## src/rtl/pwcap_pkg.sv

```systemverilog
package pwcap_pkg;
  localparam int LEN_W   = 15;
  localparam int ENTRY_W = LEN_W + 1;

  typedef struct packed {
    logic             level;
    logic [LEN_W-1:0] len;
  } run_entry_t;
endpackage

```

## src/rtl/pwcap_sync_filter.sv

```systemverilog
module pwcap_sync_filter #(
  parameter int STAGES = 2,
  parameter int THR_W  = 8
) (
  input  logic             clk,
  input  logic             rst_n,
  input  logic             sig_in,
  input  logic             filt_en,
  input  logic [THR_W-1:0] filt_thr,
  output logic             level_o
);
  logic [STAGES-1:0] sync_q;
  logic [THR_W-1:0]  cnt_q;
  logic [THR_W-1:0]  thr_eff;
  logic              s_in;
  logic              level_q;

  assign s_in    = sync_q[STAGES-1];
  assign thr_eff = filt_en ? filt_thr : '0;
  assign level_o = level_q;

  always_ff @(posedge clk or negedge rst_n) begin
    if (!rst_n) sync_q <= '0;
    else        sync_q <= {sync_q[STAGES-2:0], sig_in};
  end

  always_ff @(posedge clk or negedge rst_n) begin
    if (!rst_n) begin
      level_q <= 1'b0;
      cnt_q   <= '0;
    end else if (s_in != level_q) begin
      if (({1'b0, cnt_q} + 1'b1) >= {1'b0, thr_eff}) begin
        level_q <= s_in;
        cnt_q   <= '0;
      end else begin
        cnt_q <= cnt_q + 1'b1;
      end
    end else begin
      cnt_q <= '0;
    end
  end

  // the filtered level only moves to the value the synchroniser held
  a_r1_follow: assert property (@(posedge clk) disable iff (!rst_n)
    (level_q != $past(level_q)) |-> (level_q == $past(s_in)));
endmodule

```

## src/rtl/pwcap_prescaler.sv

```systemverilog
module pwcap_prescaler #(
  parameter int DIV_W = 8
) (
  input  logic             clk,
  input  logic             rst_n,
  input  logic [DIV_W-1:0] div_factor,
  input  logic             div_rst,
  output logic             tick_o
);
  logic [DIV_W-1:0] cnt_q;

  assign tick_o = !div_rst && (({1'b0, cnt_q} + 1'b1) >= {1'b0, div_factor});

  always_ff @(posedge clk or negedge rst_n) begin
    if (!rst_n)                 cnt_q <= '0;
    else if (div_rst || tick_o) cnt_q <= '0;
    else                        cnt_q <= cnt_q + 1'b1;
  end

  a_r2_div_clear: assert property (@(posedge clk) disable iff (!rst_n)
    div_rst |=> (cnt_q == '0));
endmodule

```

## src/rtl/pwcap_tracker.sv

```systemverilog
module pwcap_tracker
  import pwcap_pkg::*;
#(
  parameter int IDLE_W = 16
) (
  input  logic              clk,
  input  logic              rst_n,
  input  logic              level_i,
  input  logic              tick_i,
  input  logic              rx_en,
  input  logic [IDLE_W-1:0] idle_lim,
  input  logic              done_clr,
  input  logic              wptr_rst,
  input  logic              buf_full,
  output logic              wr_req_o,
  output run_entry_t        wr_data_o,
  output logic              done_o,
  output logic              err_o
);
  localparam logic [IDLE_W-1:0] MAX_LEN = IDLE_W'((1 << LEN_W) - 1);
  localparam logic [IDLE_W-1:0] CNT_TOP = '1;

  logic              lvl_q, run_q, done_q, err_q;
  logic [IDLE_W-1:0] since_q;
  logic              active, ev, timeout;
  logic [LEN_W-1:0]  len_sat;

  assign active  = rx_en && !done_q && !err_q;
  assign ev      = level_i != lvl_q;
  assign len_sat = (since_q > MAX_LEN) ? MAX_LEN[LEN_W-1:0] : since_q[LEN_W-1:0];

  always_comb begin
    wr_req_o  = 1'b0;
    wr_data_o = '0;
    timeout   = 1'b0;
    if (active && run_q) begin
      if (ev) begin
        wr_req_o        = 1'b1;
        wr_data_o.level = lvl_q;
        wr_data_o.len   = len_sat;
      end else if (tick_i && (since_q >= idle_lim)) begin
        wr_req_o        = 1'b1;
        wr_data_o.level = lvl_q;
        timeout         = 1'b1;
      end
    end
  end

  always_ff @(posedge clk or negedge rst_n) begin
    if (!rst_n) begin
      lvl_q   <= 1'b0;
      run_q   <= 1'b0;
      since_q <= '0;
      done_q  <= 1'b0;
      err_q   <= 1'b0;
    end else begin
      lvl_q <= level_i;
      if (!active)            run_q <= 1'b0;
      else if (!run_q && ev)  run_q <= 1'b1;
      if (active && ev)
        since_q <= tick_i ? IDLE_W'(1) : '0;
      else if (active && run_q && tick_i && !timeout && since_q != CNT_TOP)
        since_q <= since_q + 1'b1;
      if (timeout)       done_q <= 1'b1;
      else if (done_clr) done_q <= 1'b0;
      if (wptr_rst)                 err_q <= 1'b0;
      else if (wr_req_o && buf_full) err_q <= 1'b1;
    end
  end

  assign done_o = done_q;
  assign err_o  = err_q;

  a_r7_done_sticky: assert property (@(posedge clk) disable iff (!rst_n)
    (done_q && !done_clr) |=> done_q);
  a_r9_err_sticky: assert property (@(posedge clk) disable iff (!rst_n)
    (err_q && !wptr_rst) |=> err_q);
  a_r6_done_on_marker: assert property (@(posedge clk) disable iff (!rst_n)
    (!done_q && !done_clr && $past(!done_q)) |=> !done_q || $past(wr_req_o));
endmodule

```

## src/rtl/pwcap_buffer.sv

```systemverilog
module pwcap_buffer #(
  parameter int DEPTH = 16,
  parameter int W     = 16,
  localparam int AW   = $clog2(DEPTH)
) (
  input  logic          clk,
  input  logic          rst_n,
  input  logic          wr_req,
  input  logic [W-1:0]  wr_data,
  input  logic          wptr_rst,
  input  logic [AW-1:0] rd_addr,
  output logic [W-1:0]  rd_data,
  output logic [AW:0]   wr_ptr,
  output logic          full
);
  logic [W-1:0] mem [DEPTH];
  logic [AW:0]  ptr_q;
  logic         do_wr;

  assign full    = ptr_q == (AW+1)'(DEPTH);
  assign do_wr   = wr_req && !full && !wptr_rst;
  assign wr_ptr  = ptr_q;
  assign rd_data = mem[rd_addr];

  always_ff @(posedge clk) begin
    if (do_wr) mem[ptr_q[AW-1:0]] <= wr_data;
  end

  always_ff @(posedge clk or negedge rst_n) begin
    if (!rst_n)        ptr_q <= '0;
    else if (wptr_rst) ptr_q <= '0;
    else if (do_wr)    ptr_q <= ptr_q + 1'b1;
  end

  always_ff @(posedge clk) begin
    if (rst_n) a_r9_ptr_bound: assert (ptr_q <= (AW+1)'(DEPTH));
  end
  a_r10_ptr_zero: assert property (@(posedge clk) disable iff (!rst_n)
    wptr_rst |=> (ptr_q == '0));
endmodule

```

## src/rtl/pwcap_rx.sv

```systemverilog
module pwcap_rx
  import pwcap_pkg::*;
#(
  parameter int DEPTH  = 16,
  parameter int DIV_W  = 8,
  parameter int THR_W  = 8,
  parameter int IDLE_W = 16,
  localparam int AW    = $clog2(DEPTH)
) (
  input  logic               clk,
  input  logic               rst_n,
  input  logic               sig_in,
  input  logic               rx_en,
  input  logic [DIV_W-1:0]   div_factor,
  input  logic               div_rst,
  input  logic               filt_en,
  input  logic [THR_W-1:0]   filt_thr,
  input  logic [IDLE_W-1:0]  idle_lim,
  input  logic               done_clr,
  input  logic               wptr_rst,
  input  logic [AW-1:0]      rd_addr,
  output logic [ENTRY_W-1:0] rd_data,
  output logic [AW:0]        wr_ptr,
  output logic               done,
  output logic               err
);
  logic       level, tick, wr_req, full;
  run_entry_t wr_data;

  pwcap_sync_filter #(.STAGES(2), .THR_W(THR_W)) u_filt (
    .clk(clk), .rst_n(rst_n), .sig_in(sig_in), .filt_en(filt_en),
    .filt_thr(filt_thr), .level_o(level));

  pwcap_prescaler #(.DIV_W(DIV_W)) u_div (
    .clk(clk), .rst_n(rst_n), .div_factor(div_factor), .div_rst(div_rst),
    .tick_o(tick));

  pwcap_tracker #(.IDLE_W(IDLE_W)) u_trk (
    .clk(clk), .rst_n(rst_n), .level_i(level), .tick_i(tick), .rx_en(rx_en),
    .idle_lim(idle_lim), .done_clr(done_clr), .wptr_rst(wptr_rst),
    .buf_full(full), .wr_req_o(wr_req), .wr_data_o(wr_data),
    .done_o(done), .err_o(err));

  pwcap_buffer #(.DEPTH(DEPTH), .W(ENTRY_W)) u_buf (
    .clk(clk), .rst_n(rst_n), .wr_req(wr_req), .wr_data(wr_data),
    .wptr_rst(wptr_rst), .rd_addr(rd_addr), .rd_data(rd_data),
    .wr_ptr(wr_ptr), .full(full));

  a_r8_off_no_store: assert property (@(posedge clk) disable iff (!rst_n)
    (!rx_en && !wptr_rst) |=> $stable(wr_ptr));
endmodule

```

## config.mk

```make
export PLATFORM = sky130hd
export DESIGN_NAME = pwcap_rx
export DESIGN_NICKNAME = d
export VERILOG_FILES = /design/src/rtl/pwcap_pkg.sv /design/src/rtl/pwcap_sync_filter.sv /design/src/rtl/pwcap_prescaler.sv /design/src/rtl/pwcap_tracker.sv /design/src/rtl/pwcap_buffer.sv /design/src/rtl/pwcap_rx.sv
export SDC_FILE = /design/constraint.sdc
export NUM_CORES = 1
export LEC_CHECK = 0
export BUFFER_PORTS_ARGS = -buffer_cell sky130_fd_sc_hd__buf_2
export CORE_UTILIZATION = 36
export DETAILED_ROUTE_END_ITERATION = 7
export GPL_TIMING_DRIVEN = 0
export PLACE_DENSITY = 0.59
export REMOVE_ABC_BUFFERS = 1
export SLEW_MARGIN = 20
export SYNTH_ARGS = -nofsm -noshare
export SYNTH_HDL_FRONTEND = slang
export SYNTH_SLANG_ARGS = --single-unit
export TNS_END_PERCENT = 20
```

## constraint.sdc

```tcl
create_clock -name clk -period 4.6 [get_ports clk]
set_clock_uncertainty 0.05 [all_clocks]
set_input_delay 0.46 -clock clk [delete_from_list [all_inputs] [get_ports clk]]
set_output_delay 0.46 -clock clk [all_outputs]
set_load 0.01 [all_outputs]
```

==> flow_summary.toml, run 1 <==
[setup_path]
crit_type = "flop to flop"
worstReg2RegEnd = "u_buf.mem[7][8]"
cp-start-kind = "flop"
critPathArrivalTime_ns = 4.22
crit_start = "u_div.cnt_q[2]"
rrSetupSlack_ns = 0.60
worst_setup_path_end_kind = "flop"
reg2reg_depth = 14
crit_required_ns = 4.82
cp_max_fo = 18
regToRegStartpoint = "u_div.cnt_q[2]"

[sta]
max_slew_margin_pct = 34.5
setup-violations-final = 0
hold_viol_final = 0
report.final.slew_viol_count = 0
worstMarginPinSlew_ns = 0.979
max_freq_ghz = 0.250
rsz0062_at_grt = "no"
fin_ws_ns = 0.602
post-route-period-util_pct = 86.9
fin_crit_ns = 4.00

[yosys]
synthMostInstantiatedCell = "edfxtp_1"
synth_warnings = 0
ys_top_cells_by_count = "edfxtp_1, mux4_2, nor2_1"
syn_inst = 751
netlist-cell-type-count = 59
yosysSeqAreaShare_pct = 67.8
synth_top_area_cell = "edfxtp_1"
avgSynthCellArea_sq_um = 17.3
synth-edff-count = 256
synth.cell_area_sq_um = 13000
synth-seq-cells = 300
synthArstFlopShare_pct = 14.7
yosysTopAreaCellShare_pct = 59.3
ys.flop_type = "edfxtp_1"
synthTopCellsByArea = "edfxtp_1, mux4_2, dfrtp_1"

[finish]
drive_gt1_share_pct = 30.2
nNetsFinal = 938
postLayoutCoreUtil_pct = 42.9
areaGrowthSynthToFinish_pct = 17.5
instances_no_fill = 1341
diodes = 0

[placement]
numPortBuffers = 66
pre_cts_ws_ns = 0.603
dp_cells = 1281
place.gp.congestion = 0.751
dpl.hpwl_mm = 18.6

[hold_path]
hp-start = "done_clr"
hold_class = "primary input to flop"
whs_endpoint = "u_trk.done_o"
worstHoldPathCells = 2

[die]
coreArea_sq_um = 35500
dieArea_sq_um = 36800
die_h_microns = 192
rows = 69
die_x_microns = 192
pin_count = 67
start_util_pct = 36.5

[routing]
wl_met2_mm = 13.8
vias_per_cell = 5.11
ant_nets = 0
num_vias = 6846
met3_length_mm = 1.08
avgRoutedWirePerCell_microns = 20.8
drc = 0
drtIter0Drc = 508
wl_met1_mm = 12.6
wirelength_mm = 27.9
top_layer = "met4"
drt-pass1-iter-count = 5

[grt]
grt_max_degree = 47
grt_pass1_wl_mm = 43.0
grt_pass1_vias = 7070
antenna_found_initial = 0
grt-ovfl-total = 0
grt_util_all_layers_pct = 15.7

[clock_network]
path_clk_slew_ns = 0.07
cts_max_level = 1
clockRootBuffer = "clkbuf_16"
cts_buffers = 31
cts_tree = "done"
insertion_delay_ns = 0.56
numClockSinks = 300
clockBufferDepth = 3

[power_and_ir_drop]
finalPower_w = 0.00626
vdd_drop_max_v = 0.000268
p_leak_nw = 5.45
power_density_nw_per_um2 = 411

[outcome]
status = "finished clean"

[job]
max_cap_violations = 0
layout make-up:
class                           instances  area, sq um
Clock inverter                         24          345
Inverter                               31          116
Timing Repair Buffer                  102          626
Sequential cell                       300         8790
Fill cell                            3127        20300
Tap cell                              461          577
Multi-Input combinational cell        389         3990
Clock buffer                           34          787
registers in the layout, indices dropped and copies added (netlist names):
name            flops
u_buf.mem         256
u_trk.since_q      16
u_div.cnt_q         8
u_filt.cnt_q        8
u_buf.wr_ptr        5
u_filt.sync_q       2
u_filt.level_o      1
u_trk.done_o        1
u_trk.err_o         1
u_trk.lvl_q         1
u_trk.run_q         1
through the flow:
step / instance area [sq um] / TNS, ns / hold slack [ns]
finish: 15200 / 0 / 0.0468
global route: 15200 / 0 / 0.0245
CTS: 15200 / 0 / 0.0319
detailed placement: 14100 / 0 / 0.286
global placement: 13700 / -293.39 / 0.281
floorplan: 12800 / 0 / 0.114
worst max path at each step:
stage,cells past startpoint,slack [ns],to
2_1_floorplan,12,0.18,u_buf.mem[7][0]
3_3_place_gp,12,-2.73,u_buf.mem[7][10]
3_5_place_dp,14,0.60,u_buf.mem[7][10]
4_1_cts,12,0.58,u_buf.mem[11][2]
5_1_grt,14,0.35,u_buf.mem[7][10]
6_report,14,0.60,u_buf.mem[7][8]
placed cells by master, fill, tap and decap left out, types with 7 or more instances in the layout:
cell,synthesis,layout
edfxtp_1,256,256
mux4_2,80,80
nand2b_1,10,10
nand3_1,18,18
dfrtp_1,44,44
clkbuf_16,0,31
ha_1,39,39
nor2_1,58,58
and2_1,7,7
nor2b_1,16,16
nor3_1,11,7
a21oi_1,16,15
clkinv_2,0,7
nand2_1,37,37
inv_1,31,31
xor2_1,10,10
buf_2,8,77
xnor2_1,9,9
bufinv_16,0,8
buf_4,0,19
repair_timing:
action,4_1_cts,5_1_grt
setup buffers,0,0
setup endpoints to repair,0,0
hold endpoints to repair,1,44
hold buffers,1,1
resized for setup,0,0
per-layer routing:
metal | up-vias | GRT usage (%)
met4 | 0 | 3.24
li1 | 3150 | -
met3 | 36 | 2.28
met1 | 3497 | 21.5
met5 | - | 0
met2 | 163 | 26.5
cell families (layout without fill, tap and decap cells):
logic type / Yosys count / after routing / share of synthesized area (%)
compound gates: 52 / 52 / 2.90
xor+xnor: 19 / 19 / 1.28
flops: 300 / 300 / 67.8
buf+inv: 62 / 191 / 1.99
mux: 86 / 86 / 14.4
simple gates: 193 / 193 / 7.89
fa+ha+maj: 39 / 39 / 3.76
critical path, stage by stage, from the launching register on:
cell	delay (ns)
dfrtp_1	0.42
nand3_2	0.13
nor2_1	0.19
nand3_1	0.12
xnor2_1	0.16
ha_1	0.33
nand3_1	0.08
nor2_1	0.14
a221oi_2	0.13
nor3_1	0.38
a21boi_4	0.25
nor2b_1	0.26
nor4b_2	0.61
buf_4	0.27
buf_2	0.20
where the power goes:
part	switching, W	total, W	internal (W)	leakage [nW]
Sequential	0.0000362	0.00301	0.00298	2.86
Combinational	0.000298	0.000494	0.000196	2.04
Clock	0.00106	0.00276	0.00169	0.553
(Power assumes the default switching activity.)
==> run 2: changes to the inputs <==
- CORE_UTILIZATION: 36 -> 43
- PLACE_DENSITY: 0.59 -> 0.68
==> flow_summary.toml, run 2 (synthesized netlist as in run 1, its figures left out) <==
[setup_path]
worstReg2RegEnd = "u_buf.mem[7][2]"
critPathArrivalTime_ns = 4.21
cp-start-kind = "flop"
rrSetupSlack_ns = 0.59
cp_max_fo = 18
crit_type = "flop to flop"
crit_required_ns = 4.80
regToRegStartpoint = "u_div.cnt_q[2]"
reg2reg_depth = 14
cpMaxStageDelayCell = "nor4b_2"
worst_setup_path_end_kind = "flop"
slowest_delay_ns = 0.57
crit_chain = "nand3_2, nor2_1, nand3_1, xnor2_1, ha_1, nand3_1, nor2_1, a221oi_2, nor3_1, a21boi_4, nor2b_1, nor4b_2, buf_2, buf_2"

[die]
die_x_microns = 176
start_util_pct = 43.7
coreArea_sq_um = 29600
pin_count = 67
rows = 63
die_h_microns = 176
dieArea_sq_um = 30800

[clock_network]
clockRootBuffer = "clkbuf_16"
numClockSinks = 300
cts_tree = "done"
clockBufferDepth = 3
cts_buffers = 30
path_clk_slew_ns = 0.06
insertion_delay_ns = 0.55
ctsResizeCount = 0
cts_max_level = 1
cts_setup_buffers = 0

[finish]
layout_common_cells = "edfxtp_1, mux4_2, buf_2"
postLayoutCellArea_sq_um = 15000
layout_commonest_cell = "edfxtp_1"
num-fill-cells = 2465
drive_gt1_share_pct = 28.9
areaGrowthSynthToFinish_pct = 15.5
nNetsFinal = 938
diodes = 0
largest_reg_flops = 256

[routing]
avgRoutedWirePerCell_microns = 21.0
num_vias = 6879
vias_per_cell = 5.43
drc = 0
ant_nets = 0
drtIter0Drc = 640
drt-pass1-iter-count = 5
wirelength_mm = 26.6

[power_and_ir_drop]
seq_power_share_pct = 51.7
vdd_drop_max_v = 0.000276
p_switching_w = 0.00132
p_int_w = 0.00452
clock_power_share_pct = 40.0
power_frac_comb_pct = 8.4
power_density_nw_per_um2 = 390
finalPower_w = 0.00584
p_leak_nw = 5.36
switching_share_pct = 22.6

[sta]
hold_viol_final = 0
holdWs_ns = 0.0579
setup-tns-final_ns = 0
post-route-period-util_pct = 87.2
report.final.slew_viol_count = 0
max_freq_ghz = 0.249
setup-violations-final = 0
rsz0062_at_grt = "no"
fin_crit_ns = 4.01
max_slew_margin_pct = 27.6
worstMarginPinSlew_ns = 1.09

[grt]
grt-ovfl-total = 0
grt_max_degree = 45
grt_util_all_layers_pct = 18.0
antenna_found_initial = 0
grt_pass1_vias = 7034
grt_pass1_wl_mm = 41.9

[placement]
placed_cell_area_sq_um = 14000
place.gp.congestion = 0.772
dpl.hpwl_mm = 17.9
numPortBuffers = 66

[hold_path]
whs_endpoint = "u_trk.done_o"
worstHoldPathCells = 2
hold_class = "primary input to flop"
hp-start = "done_clr"

[job]
max_cap_violations = 0

[outcome]
status = "finished clean"
run 2: cell count changes in the layout (fill, tap and decap cells not counted), sizes merged:
| cell | previous run | this run |
|---|---|---|
| bufinv | 8 | 2 |
| inv | 34 | 32 |
| clkinvlp | 2 | 1 |
| clkbuf | 34 | 39 |
| clkinv | 11 | 10 |
| buf | 100 | 101 |
run 2: worst max path at each step:
stage	cells past startpoint	slack (ns)	from	to
final	14	0.59	u_div.cnt_q[2]	u_buf.mem[7][2]
after global routing	14	0.15	u_div.cnt_q[3]	u_buf.mem[7][2]
after CTS	14	0.56	u_div.cnt_q[2]	u_buf.mem[7][2]
after detailed placement	14	0.59	u_div.cnt_q[0]	u_buf.mem[7][5]
after global placement	12	-2.27	u_div.cnt_q[2]	u_buf.mem[7][5]
after floorplan	12	0.18	u_div.cnt_q[0]	u_buf.mem[7][0]
run 2: through the flow:
stage / cells / utilization, % / setup WS (ns)
final: 1266 / 50.5 / 0.587
after global placement: 1176 / 46.0 / -2.27
after global routing: 1266 / 50.5 / 0.155
after floorplan: 720 / - / 0.181
after CTS: 1265 / 50.5 / 0.561
after detailed placement: 1211 / 47.2 / 0.591
run 2: timing repair:
action,in CTS,in global routing
endpoints found under the setup margin,0,0
hold endpoints to repair,1,44
hold buffers,1,1
run 2: area by class of cell:
cell class                 instances  area [sq um]  area share (%)
inverter                          31           116           0.777
clock buffer                      39           805            5.37
clock inverter                    14           143           0.952
timing repair buffer             103           646            4.31
multi-input combinational        389          3990            26.6
tap                              390           488            3.26
sequential                       300          8790            58.7
run 2: worst max-delay path: cells and delay by family (launching register included):
family	cells	cell delay, ns
AOI/OAI and AO/OA	2	0.35
xor gates and xnor gates	1	0.15
adders and majority gates	1	0.33
buffers and inverters	2	0.57
DFF	1	0.41
and+or+nand+nor	8	1.84
run 2: per-layer routing:
metal  share of wire (%)  up-vias  GRT usage (%)
met2                  50      197           29.8
met1                  44     3501           25.4
met4                 1.8        0           4.42
met3                 5.0       35           2.47
met5                   0        -              0
li1                    -     3146              -
run 2: power by group through the flow:
stage,clock network (W),registers (W),logic (W)
final,0.00233,0.00301,0.000488
after global routing,0.00249,0.00302,0.000547
after CTS,0.00238,0.00301,0.000499
after detailed placement,0,0.00307,0.000498
after global placement,0,0.00307,0.000474
after floorplan,0,0.00306,0.000301
==> run 3: changes to the inputs <==
==> constraint.sdc (replaced) <==
create_clock -name clk -period 4.6 [get_ports clk]
set_clock_uncertainty 0.05 [all_clocks]
set_input_delay 0.92 -clock clk [delete_from_list [all_inputs] [get_ports clk]]
set_output_delay 0.92 -clock clk [all_outputs]
set_load 0.01 [all_outputs]
==> flow_summary.toml, run 3 (synthesized netlist as in run 1, its figures left out) <==
[finish]
largest_reg_flops = 256
layout_commonest_cell = "edfxtp_1"
nNetsFinal = 936
drive_gt1_share_pct = 28.9
postLayoutCoreUtil_pct = 50.5
layout_common_cells = "edfxtp_1, mux4_2, buf_2"
diodes = 0
areaGrowthSynthToFinish_pct = 15.4
num-fill-cells = 2464

[setup_path]
reg2reg_depth = 14
critPathArrivalTime_ns = 4.25
rrSetupSlack_ns = 0.54
crit_type = "flop to flop"
slowest_delay_ns = 0.59
cp_max_fo = 18
crit_required_ns = 4.79
cpMaxStageDelayCell = "nor4b_2"
worst_setup_path_end_kind = "flop"
cp-start-kind = "flop"
worstReg2RegEnd = "u_buf.mem[7][2]"
crit_chain = "nand3_2, nor2_1, nand3_1, xnor2_1, ha_1, nand3_1, nor2_1, a221oi_2, nor3_1, a21boi_4, nor2b_1, nor4b_2, buf_2, buf_2"
regToRegStartpoint = "u_div.cnt_q[2]"

[routing]
num_vias = 6888
vias_per_cell = 5.45
drt-pass1-iter-count = 5
drc = 0
drtIter0Drc = 630
avgRoutedWirePerCell_microns = 21.1
ant_nets = 0
wirelength_mm = 26.7

[outcome]
status = "finished clean"

[die]
dieArea_sq_um = 30800
pin_count = 67
die_x_microns = 176
rows = 63
die_h_microns = 176
coreArea_sq_um = 29600
start_util_pct = 43.7

[placement]
place.gp.congestion = 0.772
dpl.hpwl_mm = 17.9
pre_cts_ws_ns = 0.326
numPortBuffers = 66

[clock_network]
cts_max_level = 1
ctsResizeCount = 0
postCtsHoldBufs = 0
cts_buffers = 30
clockBufferDepth = 3
numClockSinks = 300
clockRootBuffer = "clkbuf_16"
path_clk_slew_ns = 0.06
insertion_delay_ns = 0.55
cts_setup_buffers = 0
cts_tree = "done"

[sta]
post-route-period-util_pct = 88.2
rsz0062_at_grt = "no"
report.final.slew_viol_count = 0
fin_crit_ns = 4.06
fin_ws_ns = 0.542
worstMarginPinSlew_ns = 1.10
holdWs_ns = 0.298
setup-violations-final = 0
max_slew_margin_pct = 26.7
max_freq_ghz = 0.246
hold_viol_final = 0

[power_and_ir_drop]
p_leak_nw = 5.35
power_density_nw_per_um2 = 390
vdd_drop_max_v = 0.000278

[hold_path]
worstHoldPathCells = 0
whs_endpoint = "u_filt.sync_q[1]"
hold_class = "flop to flop"
hp-start = "u_filt.sync_q[0]"

[grt]
grt_pass1_wl_mm = 41.9
antenna_found_initial = 0
grt-ovfl-total = 0
grt_util_all_layers_pct = 18.0
grt_max_degree = 45
grt_pass1_vias = 7022

[job]
max_cap_violations = 0
-- run 3: cell count changes in the layout (fill, tap and decap cells not counted) --
cell           previous run  this run
dlygate4sd3_1             2         0
-- run 3: power breakdown --
part,switching [W],leakage (nW),internal [W],total [W]
combinational,0.000292,2.04,0.000195,0.000487
clock,0.000991,0.455,0.00134,0.00233
sequential,0.0000376,2.86,0.00298,0.00301
-- run 3: worst max path at each step --
stage	startpoint	end	depth (start not counted)
final	u_div.cnt_q[2]	u_buf.mem[7][2]	14
after detailed placement	idle_lim[15]	u_buf.mem[7][5]	12
after global placement	idle_lim[15]	u_buf.mem[7][5]	10
after CTS	u_div.cnt_q[2]	u_buf.mem[7][2]	14
after global routing	u_div.cnt_q[3]	u_buf.mem[7][2]	14
after floorplan	idle_lim[15]	u_buf.mem[7][0]	9
-- run 3: area by class of cell --
cell class              instances  area [sq um]  share of cell area [%]
flip-flops and latches        300          8790                    58.8
multi-input cells             389          3990                    26.7
clock buffers                  39           805                    5.38
repair buffers                101           626                    4.18
well taps                     390           488                    3.26
clock inverters                14           143                   0.954
inverters                      31           116                   0.778
-- run 3: worst max-delay path, delay by kind of cell (launching register included) --
family	cells	cell delay, ns
AND/OR/NAND/NOR	8	1.86
buffers and inverters	2	0.59
flip-flops	1	0.41
AO/OA/AOI/OAI	2	0.35
adder cells (fa/ha/maj)	1	0.33
XOR/XNOR	1	0.15
-- run 3: routing by layer --
metal | share of wire (%) | global-route usage (%) | wire (microns) | up-vias
met5 | 0 | 0 | 0 | -
met1 | 43 | 25.4 | 11600 | 3501
li1 | - | - | - | 3141
met3 | 5.5 | 2.47 | 1460 | 35
met2 | 49 | 29.7 | 13200 | 211
met4 | 1.8 | 4.42 | 472 | 0
-- run 3: per-stage QoR --
stage	power, W	cell area [sq um]	std cells	TNS, ns
3_3_place_gp	0.00354	13600	1176	-315.45
3_5_place_dp	0.00357	14000	1211	0
6_report	0.00583	15000	1264	0
4_1_cts	0.00589	14900	1264	0
5_1_grt	0.00606	15000	1264	0
2_1_floorplan	0.00336	12800	720	0
